[src/rtl/iflag_pkg.sv]
package iflag_pkg;

  typedef enum logic {
    RATE_2HZ = 1'b0,
    RATE_1HZ = 1'b1
  } wt_rate_e;

  // Next state of a single flag: a request always wins over a clear.
  function automatic logic f_flag_next(input logic cur, input logic req,
                                       input logic clr);
    return req | (cur & ~clr);
  endfunction

  // Watch timer fires on the last strobe of a half or full second.
  function automatic logic f_wt_hit(input logic at_half, input logic at_full,
                                    input wt_rate_e rate);
    return at_full | (at_half & (rate == RATE_2HZ));
  endfunction

endpackage

[src/rtl/ifu_bus_decode.sv]
module ifu_bus_decode #(
  parameter int ADDR_W    = 16,
  parameter int FLAG_ADDR = 'h1003,
  parameter int CTRL_ADDR = 'h1002
) (
  input  logic [ADDR_W-1:0] addr,
  input  logic              rd,
  input  logic              wr,
  output logic              flag_wr,
  output logic              flag_rd,
  output logic              ctrl_wr
);
  logic hit_flag;
  logic hit_ctrl;

  assign hit_flag = (addr == ADDR_W'(FLAG_ADDR));
  assign hit_ctrl = (addr == ADDR_W'(CTRL_ADDR));
  assign flag_wr  = wr & hit_flag;
  assign flag_rd  = rd & hit_flag;
  assign ctrl_wr  = wr & hit_ctrl;
endmodule

[src/rtl/ifu_watch_timer.sv]
module ifu_watch_timer
  import iflag_pkg::*;
#(
  parameter int TICK_HZ = 32768
) (
  input  logic     clk,
  input  logic     rst_n,
  input  logic     tick_en,
  input  wt_rate_e rate,
  output logic     wt_fire,
  output logic     nmi_pulse
);
  localparam int HALF_CNT = TICK_HZ / 2;
  localparam int NMI_CNT  = TICK_HZ / 64;
  localparam int CW       = $clog2(TICK_HZ);
  localparam int NW       = (NMI_CNT > 2) ? $clog2(NMI_CNT) : 1;

  logic [CW-1:0] sec_cnt;
  logic [NW-1:0] nmi_cnt;
  logic          at_half;
  logic          at_full;
  logic          nmi_last;

  assign at_half  = (sec_cnt == CW'(HALF_CNT - 1));
  assign at_full  = (sec_cnt == CW'(TICK_HZ - 1));
  assign nmi_last = (nmi_cnt == NW'(NMI_CNT - 1));
  assign wt_fire  = tick_en & f_wt_hit(at_half, at_full, rate);

  always_ff @(posedge clk) begin
    if (!rst_n) begin
      sec_cnt <= '0;
    end else if (tick_en) begin
      sec_cnt <= at_full ? '0 : sec_cnt + 1'b1;
    end
  end

  always_ff @(posedge clk) begin
    if (!rst_n) begin
      nmi_cnt   <= '0;
      nmi_pulse <= 1'b0;
    end else begin
      nmi_pulse <= tick_en & nmi_last;
      if (tick_en) begin
        nmi_cnt <= nmi_last ? '0 : nmi_cnt + 1'b1;
      end
    end
  end
endmodule

[src/rtl/ifu_flag_bank.sv]
module ifu_flag_bank
  import iflag_pkg::*;
#(
  parameter int NF = 6
) (
  input  logic          clk,
  input  logic          rst_n,
  input  logic [NF-1:0] req,
  input  logic          wr,
  input  logic [NF-1:0] keep_mask,
  output logic [NF-1:0] flags
);
  for (genvar i = 0; i < NF; i++) begin : g_bit
    logic clr_i;
    assign clr_i = wr & ~keep_mask[i];
    always_ff @(posedge clk) begin
      if (!rst_n) begin
        flags[i] <= 1'b0;
      end else begin
        flags[i] <= f_flag_next(flags[i], req[i], clr_i);
      end
    end
  end
endmodule

[src/rtl/irq_flag_unit.sv]
module irq_flag_unit
  import iflag_pkg::*;
#(
  parameter int ADDR_W    = 16,
  parameter int DATA_W    = 8,
  parameter int NUM_EXT   = 5,
  parameter int TICK_HZ   = 32768,
  parameter int FLAG_ADDR = 'h1003,
  parameter int CTRL_ADDR = 'h1002,
  parameter int RATE_BIT  = 1
) (
  input  logic               clk,
  input  logic               rst_n,
  input  logic               tick_en,
  input  logic [ADDR_W-1:0]  bus_addr,
  input  logic [DATA_W-1:0]  bus_wdata,
  input  logic               bus_rd,
  input  logic               bus_wr,
  output logic [DATA_W-1:0]  bus_rdata,
  input  logic [NUM_EXT-1:0] ext_req,
  output logic               irq,
  output logic               nmi
);
  localparam int NUM_FLAGS = NUM_EXT + 1;

  logic                 flag_wr;
  logic                 flag_rd;
  logic                 ctrl_wr;
  logic                 wt_fire;
  wt_rate_e             rate;
  logic [NUM_FLAGS-1:0] set_vec;
  logic [NUM_FLAGS-1:0] flags;

  ifu_bus_decode #(
    .ADDR_W(ADDR_W), .FLAG_ADDR(FLAG_ADDR), .CTRL_ADDR(CTRL_ADDR)
  ) u_dec (
    .addr(bus_addr), .rd(bus_rd), .wr(bus_wr),
    .flag_wr(flag_wr), .flag_rd(flag_rd), .ctrl_wr(ctrl_wr)
  );

  always_ff @(posedge clk) begin
    if (!rst_n) begin
      rate <= RATE_2HZ;
    end else if (ctrl_wr) begin
      rate <= wt_rate_e'(bus_wdata[RATE_BIT]);
    end
  end

  ifu_watch_timer #(.TICK_HZ(TICK_HZ)) u_wt (
    .clk(clk), .rst_n(rst_n), .tick_en(tick_en), .rate(rate),
    .wt_fire(wt_fire), .nmi_pulse(nmi)
  );

  assign set_vec = {ext_req, wt_fire};

  ifu_flag_bank #(.NF(NUM_FLAGS)) u_flags (
    .clk(clk), .rst_n(rst_n), .req(set_vec), .wr(flag_wr),
    .keep_mask(bus_wdata[NUM_FLAGS-1:0]), .flags(flags)
  );

  assign irq       = |flags;
  assign bus_rdata = flag_rd ? DATA_W'(flags) : '0;
endmodule

[config.mk]
export PLATFORM = sky130hd
export DESIGN_NAME = irq_flag_unit
export DESIGN_NICKNAME = d
export VERILOG_FILES = /design/src/rtl/iflag_pkg.sv /design/src/rtl/ifu_bus_decode.sv /design/src/rtl/ifu_watch_timer.sv /design/src/rtl/ifu_flag_bank.sv /design/src/rtl/irq_flag_unit.sv
export SDC_FILE = /design/constraint.sdc
export NUM_CORES = 1
export LEC_CHECK = 0
export BUFFER_PORTS_ARGS = -buffer_cell sky130_fd_sc_hd__buf_2
export CORE_MARGIN = 10
export CORE_UTILIZATION = 51
export CTS_CLUSTER_SIZE = 12
export DETAILED_ROUTE_END_ITERATION = 8
export PLACE_DENSITY = 0.78
export SLEW_MARGIN = 0
export SYNTH_ARGS = -nofsm -noshare
export SYNTH_HDL_FRONTEND = slang
export SYNTH_SLANG_ARGS = --single-unit
[constraint.sdc]
create_clock -name clk -period 2.4 [get_ports clk]
set_clock_uncertainty 0.2 [all_clocks]
set_input_delay 0.48 -clock clk [delete_from_list [all_inputs] [get_ports clk]]
set_output_delay 0.48 -clock clk [all_outputs]
set_load 0.02 [all_outputs]
==> metrics, run 1 <==
status=completed; Max transition margin=60.0%; Die W=75.9 µm; # diodes=0; DR vias=1436; core area=3030 µm²; most frequent cells in the layout=buf_2 (39), dfxtp_1 (32), nor2_1 (30); CTS tree=done; Cells after Synth=184; worst-case reg-to-reg path depth=4; final net count=265; Seq cells post-synth=32; layout cells sized above 1=27.5%; Final Cell Area=1950 µm²; PD cells=561 nW/µm²; cts hold-fix bufs=0; gr usage total=12.7%; Worst-Skew Late Latency=0.33 ns; initial cell density of the core=52.7%; number of remaining DRC errors=0; starting DRC count in detailed routing=85; Worst-Margin Slew=0.598 ns; Synth Warn #=0; Port Buffers=39; largest net degree at the start of global routing=15; drt first pass iters=4; DP Wirelength=2790 µm; sequential area share after synthesis=40.2%; crit path capture type=output port; leading area contributor after synthesis=dfxtp_1; Worst-path clk slew=0.10 ns; number of setup violations in the final report=0; # clock sinks=32; setup tns final=0 ns; clock network power share=41.9%; Max clock buf depth=2; Max Cap Violations=0; Filler Cell Count=271; Wirelength per Cell=13.2 µm; Gate power share=7.6%; part of the power in registers=50.5%; IO Count=44; Pwr Total=0.00109 W; die height=75.9 µm; Slew Viols, Final=0; Post-Syn Area=1600 µm²; Hold Path Stages=3; Worst VDD drop=320 µV; crit path DAT=1.54 ns; H-tree depth=2; Placement Cell Area=1840 µm²; number of synthesized flops with an enable pin=0; DRT antenna net count=0; most common cell after layout, fill and taps aside=buf_2; hold_sp=bus_wdata[4]; final wirelength=3600 µm; fin crit period=2.22 ns; fin crit share=92.6%; die area=5770 µm²; grt total ovfl=0; initial antenna violation count=0; r2r setup slk=0.43 ns; Startpoint Class=input port; global-route wire length before repair=6290 µm; worst-path maximum fanout=6; launch point of the worst reg-to-reg path=u_wt.sec_cnt[0]; RSZ-0062 raised after global routing=false; Final GP Congestion=0.820; number of global-route vias before repair=1476; CP Class=input port to output port; synth unique cells=40; synth top area cells=dfxtp_1 (40%), nor2_1 (7.3%), xor2_1 (4.9%); Leak=0.789 nW; proportion of netlist area held by the largest area contributor=40.2%; P_int=0.000857 W; num rows=20; final hold violations=0; Hold Path End=u_flags.flags[4]; switching share of power=21.7%; Switch Pwr=0.000238 W; CTS Buf Count=5; Clock Root Buffer=clkbuf_4; mean post-synth cell area=8.67 µm²; FFs w/ async S/R, synth=0%; Req. time, crit path=1.72 ns; Top FF cell, synth=dfxtp_1; vias per cell=5.26; fmax=0.450 GHz; Layout area overhead=22.3%; capturing point of the worst reg2reg path=u_wt.sec_cnt[2]; class of the worst hold path=input port to flop
[power by group through the flow]
stage	clock network [W]	logic (W)	registers, W
6_report	0.000459	0.0000828	0.000553
5_1_grt	0.000482	0.0000937	0.000556
4_1_cts	0.000468	0.0000811	0.000553
3_5_place_dp	0	0.0000807	0.000565
3_3_place_gp	0	0.0000782	0.000565
2_1_floorplan	0	0.0000452	0.000563
[routing by layer]
layer / track usage (%) / routed length (µm)
met1: 14.8 / 1700
met2: 19.3 / 1540
met3: 6.25 / 299
met4: 5.30 / 56
met5: 0 / 0
[worst max-delay path, cell delays in order]
cell and delay, ns:
buf_2 0.10, nor4_2 0.29, nand3_1 0.19, nor2_4 0.18, and2_1 0.13, buf_2 0.16
[per-stage QoR]
stage | worst slack [ns] | cells | util, % | hold slack [ns]
global route | 0.0304 | 273 | 64.4 | 0.203
finish | 0.178 | 273 | 64.4 | 0.209
global placement | 0.0429 | 265 | 60.6 | 0.265
CTS | 0.0421 | 273 | 63.8 | 0.201
floorplan | 0.312 | 185 | - | 0.247
detailed placement | 0.0481 | 265 | 60.6 | 0.283
[Yosys cell counts, drive strengths merged (2+ instances only)]
master / instances
nand3: 10
nor4b: 2
buf: 5
or3: 3
xnor2: 5
nand4: 10
mux2i: 2
and2: 6
and3: 2
o21ai: 10
nand2: 16
dfxtp: 32
a31oi: 2
inv: 2
a21oi: 10
nand2b: 3
and4: 2
xor2: 9
nor4: 6
ha: 3
nor2: 31
[kinds of logic (layout without fill, tap and decap cells)]
group / after synthesis / in the layout / share of synthesized area (%)
muxes: 2 / 2 / 1.25
and+or+nand+nor: 95 / 95 / 33.3
xor gates and xnor gates: 14 / 14 / 7.69
adders and majority gates: 3 / 3 / 2.35
DFF: 32 / 32 / 40.2
AOI/OAI and AO/OA: 28 / 28 / 12.0
buffers and inverters: 9 / 53 / 2.98
other: 1 / 2 / 0.235
[layout make-up]
type	count	area (µm²)	share of cell area, %
clock inverter	1	30.0	1.54
timing repair buffer	42	218	11.2
tap	44	55.1	2.82
inverter	3	11.3	0.577
sequential	32	641	32.8
multi-input combinational	144	931	47.7
clock buffer	7	65.1	3.34
[worst max path at each step]
stage,slack [ns],endpoint,start,cells past startpoint
final,0.18,bus_rdata[4],bus_addr[5],6
after global routing,0.03,bus_rdata[4],bus_addr[5],6
after CTS,0.04,bus_rdata[4],bus_addr[5],6
after detailed placement,0.05,bus_rdata[4],bus_addr[5],6
after global placement,0.04,bus_rdata[4],bus_addr[8],6
after floorplan,0.31,bus_rdata[0],bus_addr[5],4
[state kept, by name, indices dropped and copies added, names as in the netlist]
name / count
rate: 1
u_flags.flags: 6
u_wt.nmi_cnt: 9
u_wt.nmi_pulse: 1
u_wt.sec_cnt: 15
[repair_timing]
item,CTS,global route
hold endpoints to repair,0,0
setup endpoints to repair,0,6
resized for setup,0,4
setup buffers,0,0
Note: power is estimated with default switching activity, not from simulation.
==> run 2: changes to the inputs <==
==> constraint.sdc (replaced) <==
create_clock -name clk -period 2.4 [get_ports clk]
set_clock_uncertainty 0.2 [all_clocks]
set_input_delay 0.36 -clock clk [delete_from_list [all_inputs] [get_ports clk]]
set_output_delay 0.36 -clock clk [all_outputs]
set_load 0.02 [all_outputs]
==> run 2 against run 1 <==
Net effect:
- fmax grew 4.1%
- sequential power about the same
- register-to-register slack gained 0.02 ns
- core utilization fell by 1.4 points
- cell count shrank 0.37%
- clock power fell by 12%
- critical path depth is the same
- sequential share of layout area is 0.73 points higher
- die area unchanged
- power down 5.0%
==> metrics, run 2 (synthesis gave the netlist of run 1 again) <==
fin crit period=2.13 ns; fmax=0.468 GHz; gr usage total=12.1%; Worst Hold Slack=0.0714 ns; Largest regs=u_wt.sec_cnt: 15 flops, u_wt.nmi_cnt: 9 flops, u_flags.flags: 6 flops; # clock sinks=32; crit path DAT=1.57 ns; vias per cell=5.21; Layout area overhead=19.6%; CTS tree=done; H-tree depth=2; part of the power in registers=53.2%; grt total ovfl=0; launch point of the worst reg-to-reg path=u_wt.sec_cnt[0]; status=completed; Worst path top cell family by delay=simple AND/OR/NAND/NOR gates; worst setup path start=bus_addr[8]; Max clock buf depth=2; Startpoint Class=input port; final wirelength=3420 µm; die height=75.9 µm; r2r setup slk=0.45 ns; switching share of power=23.4%; DP Wirelength=2620 µm; final net count=264; crit path capture type=output port; starting DRC count in detailed routing=98; Clock Root Buffer=clkbuf_4; hold_sp=bus_wdata[3]; CP Class=input port to output port; Leak=0.773 nW; final hold violations=0; Top reg by flops=u_wt.sec_cnt; Wirelength per Cell=12.6 µm; Final GP Congestion=0.833; cts hold-fix bufs=0; Max transition margin=62.3%; number of setup violations in the final report=0; Die W=75.9 µm; post-CTS setup buffer count=0; max reg flops=15; global-route wire length before repair=5950 µm; CTS Buf Count=5; Switch Pwr=0.000243 W; DR vias=1416; clock network power share=39.1%; P_int=0.000797 W; PostCTS Resize Cnt=0; Req. time, crit path=1.84 ns; fin crit share=88.9%; DRT antenna net count=0; Worst-Margin Slew=0.563 ns; Worst Path Buf+Inv=2; most frequent cells in the layout=buf_2 (39), dfxtp_1 (32), nor2_1 (31); layout cells sized above 1=25.9%; Pwr Total=0.00104 W; Slew Viols, Final=0; core area=3030 µm²; initial cell density of the core=52.7%; Port Buffers=39; Worst-Skew Late Latency=0.34 ns; drt first pass iters=4; number of global-route vias before repair=1452; RSZ-0062 raised after global routing=false; largest net degree at the start of global routing=15; Filler Cell Count=268; number of remaining DRC errors=0; slowest library cell on the worst path=nor4_1; most common cell after layout, fill and taps aside=buf_2; Max Cap Violations=0; worst-path maximum fanout=6; PD cells=545 nW/µm²; Gate power share=7.7%; die area=5770 µm²; initial antenna violation count=0; CP most frequent cell=buf_2; Worst VDD drop=289 µV; # diodes=0; Worst path max stage delay=0.34 ns; class of the worst hold path=input port to flop; Worst-path clk slew=0.10 ns; IO Count=44; num rows=20; CP cell instances=buf_2, nor4_1, nand3_1, nor2_1, and2_1, buf_2; setup tns final=0 ns
## run 2: cell types whose count changed in the layout (fill, tap and decap cells not counted)
| cell | delta |
|---|---|
| clkbuf_8 | -2 |
| nor4_2 | -2 |
| clkinv_2 | +1 |
| clkinvlp_4 | +1 |
| nor2_4 | -1 |
| nor2_1 | +1 |
| buf_4 | -1 |
| nor4_1 | +2 |
## run 2: cell type report
cell class	instances	area (µm²)	share of cell area (%)
Clock inverter	3	42.5	2.23
Inverter	3	11.3	0.590
Timing Repair Buffer	41	210	11.0
Clock buffer	5	37.5	1.97
Sequential cell	32	641	33.6
Tap cell	44	55.1	2.89
Multi-Input combinational cell	144	911	47.7
## run 2: final timing paths
check | end | depth (start not counted)
hold / removal | u_flags.flags[3] | 3
hold reg to reg | u_wt.sec_cnt[14] | 2
setup / recovery | bus_rdata[5] | 6
setup reg to reg | u_wt.sec_cnt[13] | 4
## run 2: power groups by stage
stage	logic (W)	clock network, W	registers, W
floorplan	0.0000452	0	0.000563
global placement	0.0000782	0	0.000565
detailed placement	0.0000805	0	0.000565
CTS	0.0000808	0.000420	0.000553
global route	0.0000919	0.000437	0.000556
finish	0.0000800	0.000406	0.000553
## run 2: tightest hold or removal path: stages
cell     delay, ns
buf_2         0.07
nor2_1        0.03
a21oi_1       0.12
## run 2: routing by layer
layer / vias to the layer above / share of wire, % / GRT usage, %
met4: 0 / 1.4 / 6.82
met1: 611 / 50 / 14.3
met3: 4 / 9.7 / 6.01
met2: 61 / 39 / 17.3
met5: - / 0 / 0
li1: 740 / - / -
## run 2: per-stage QoR
| step | worst slack [ns] | cell area, µm² | utilization (%) | cells |
|---|---|---|---|---|
| finish | 0.265 | 1910 | 63.0 | 272 |
| CTS | 0.233 | 1910 | 63.0 | 272 |
| global route | 0.00716 | 1910 | 63.0 | 272 |
| detailed placement | 0.243 | 1830 | 60.4 | 264 |
| global placement | 0.246 | 1830 | 60.4 | 264 |
| floorplan | 0.552 | 1600 | - | 185 |
==> run 3: changes to the inputs <==
PLACE_DENSITY = 0.89   (was 0.78)
==> run 3 against run 2 <==
Net effect:
- count of clock-buffer cells in the layout rose by 1
- worst hold slack improved by 0.0091 ns
- highest routed layer unchanged
- sequential share of layout area rose by 0.47 points
- register-to-register slack got worse by 0.04 ns
- largest power group unchanged
- non-clock buffer count fell by 1
- core utilization fell by 0.87 points
- routed wire length rose by 2.0%
- via count rose by 2.2%
- first-iteration DRC count rose by 1.0%
- critical path type unchanged
- cell area fell by 1.4%
- cell count fell by 0.37%
- critical path depth did not move
==> metrics, run 3 (synthesis gave the netlist of run 1 again) <==
Worst Path Buf+Inv=2; CP most frequent cell=buf_2; Startpoint Class=input port; Final GP Congestion=0.817; IO Count=44; Worst path max stage delay=0.37 ns; final wirelength=3490 µm; Worst Hold Slack=0.0806 ns; core area=3030 µm²; DRT antenna net count=0; die height=75.9 µm; Filler Cell Count=260; Worst-path clk slew=0.10 ns; final net count=263; worst-path maximum fanout=6; Pwr Total=0.000959 W; gr usage total=12.1%; cts hold-fix bufs=0; Port Buffers=39; number of global-route vias before repair=1431; # clock sinks=32; Top reg by flops=u_wt.sec_cnt; slowest library cell on the worst path=nor4_1; setup tns final=0 ns; largest net degree at the start of global routing=15; Req. time, crit path=1.84 ns; H-tree depth=2; num rows=20; Slew Viols, Final=0; Wirelength per Cell=12.9 µm; Die W=75.9 µm; Leak=0.765 nW; status=completed; Final Cell Area=1880 µm²; # diodes=0; final hold violations=0; Worst VDD drop=275 µV; Worst-Skew Late Latency=0.34 ns; crit path DAT=1.62 ns; layout cells sized above 1=25.6%; Worst-Margin Slew=0.564 ns; Layout area overhead=18.0%; most frequent cells in the layout=buf_2 (39), dfxtp_1 (32), nor2_1 (31); Largest regs=u_wt.sec_cnt: 15 flops, u_wt.nmi_cnt: 9 flops, u_flags.flags: 6 flops; initial cell density of the core=52.7%; number of remaining DRC errors=0; drt first pass iters=4; crit path capture type=output port; CP cell instances=buf_2, nor4_1, nand3_1, nor2_1, and2_1, buf_2; PostCTS Resize Cnt=0; starting DRC count in detailed routing=99; DR vias=1447; initial antenna violation count=0; die area=5770 µm²; DP Wirelength=2770 µm; number of setup violations in the final report=0; post-CTS setup buffer count=0; most common cell after layout, fill and taps aside=buf_2; fin crit period=2.18 ns; fmax=0.458 GHz; CP Class=input port to output port; global-route wire length before repair=6020 µm; CTS Buf Count=5; class of the worst hold path=input port to flop; vias per cell=5.34; Clock Root Buffer=clkbuf_4; CTS tree=done; fin crit share=90.9%; max reg flops=15; Max Cap Violations=0; RSZ-0062 raised after global routing=false; Max transition margin=62.3%; Worst path top cell family by delay=simple AND/OR/NAND/NOR gates; PD cells=509 nW/µm²; Placement Cell Area=1820 µm²; Max clock buf depth=2; grt total ovfl=0
## run 3: changes by cell type in the layout (fill, tap and decap cells not counted), sizes merged
cell      before  now
buf           41   40
bufinv         1    0
clkbuf         5    6
clkinv         2    3
clkinvlp       1    0
## run 3: through the flow
stage,utilization (%),instances,setup WS (ns)
floorplan,-,185,0.552
global placement,60.1,263,0.255
detailed placement,60.1,263,0.217
CTS,62.1,271,0.216
global route,62.1,271,0.0799
finish,62.1,271,0.218
## run 3: power by group
part | switching [W] | total, W | internal, W
logic | 0.0000431 | 0.0000802 | 0.0000371
clock network | 0.000186 | 0.000325 | 0.000139
registers | 0.0000105 | 0.000553 | 0.000543
## run 3: path summary, 6_finish.rpt
check | from | end | slack (ns) | depth (start not counted)
hold / removal | bus_wdata[3] | u_flags.flags[3] | 0.08 | 3
setup / recovery | bus_addr[5] | bus_rdata[0] | 0.22 | 6
setup reg to reg | u_wt.sec_cnt[0] | u_wt.sec_cnt[13] | 0.41 | 4
hold reg to reg | u_wt.sec_cnt[14] | u_wt.sec_cnt[14] | 0.29 | 2
## run 3: per-layer routing
metal  vias to the layer above  GRT usage [%]  wire, µm
li1                        736              -         -
met1                       667           12.6      1520
met2                        34           21.3      1710
met3                        10           3.77       188
met4                         0           5.68        72
met5                         -              0         0
## run 3: layout make-up
type	count	area (µm²)	share of cell area [%]
Inverter	3	11.3	0.598
Tap cell	44	55.1	2.93
Sequential cell	32	641	34.0
Clock inverter	2	10.0	0.532
Multi-Input combinational cell	144	911	48.4
Timing Repair Buffer	40	203	10.8
Clock buffer	6	51.3	2.73
## run 3: worst reg2reg max path, stage by stage (launching register included)
cell and delay, ns:
dfxtp_1 0.43, ha_1 0.29, nand4_4 0.19, o41ai_4 0.65, nor2_1 0.11
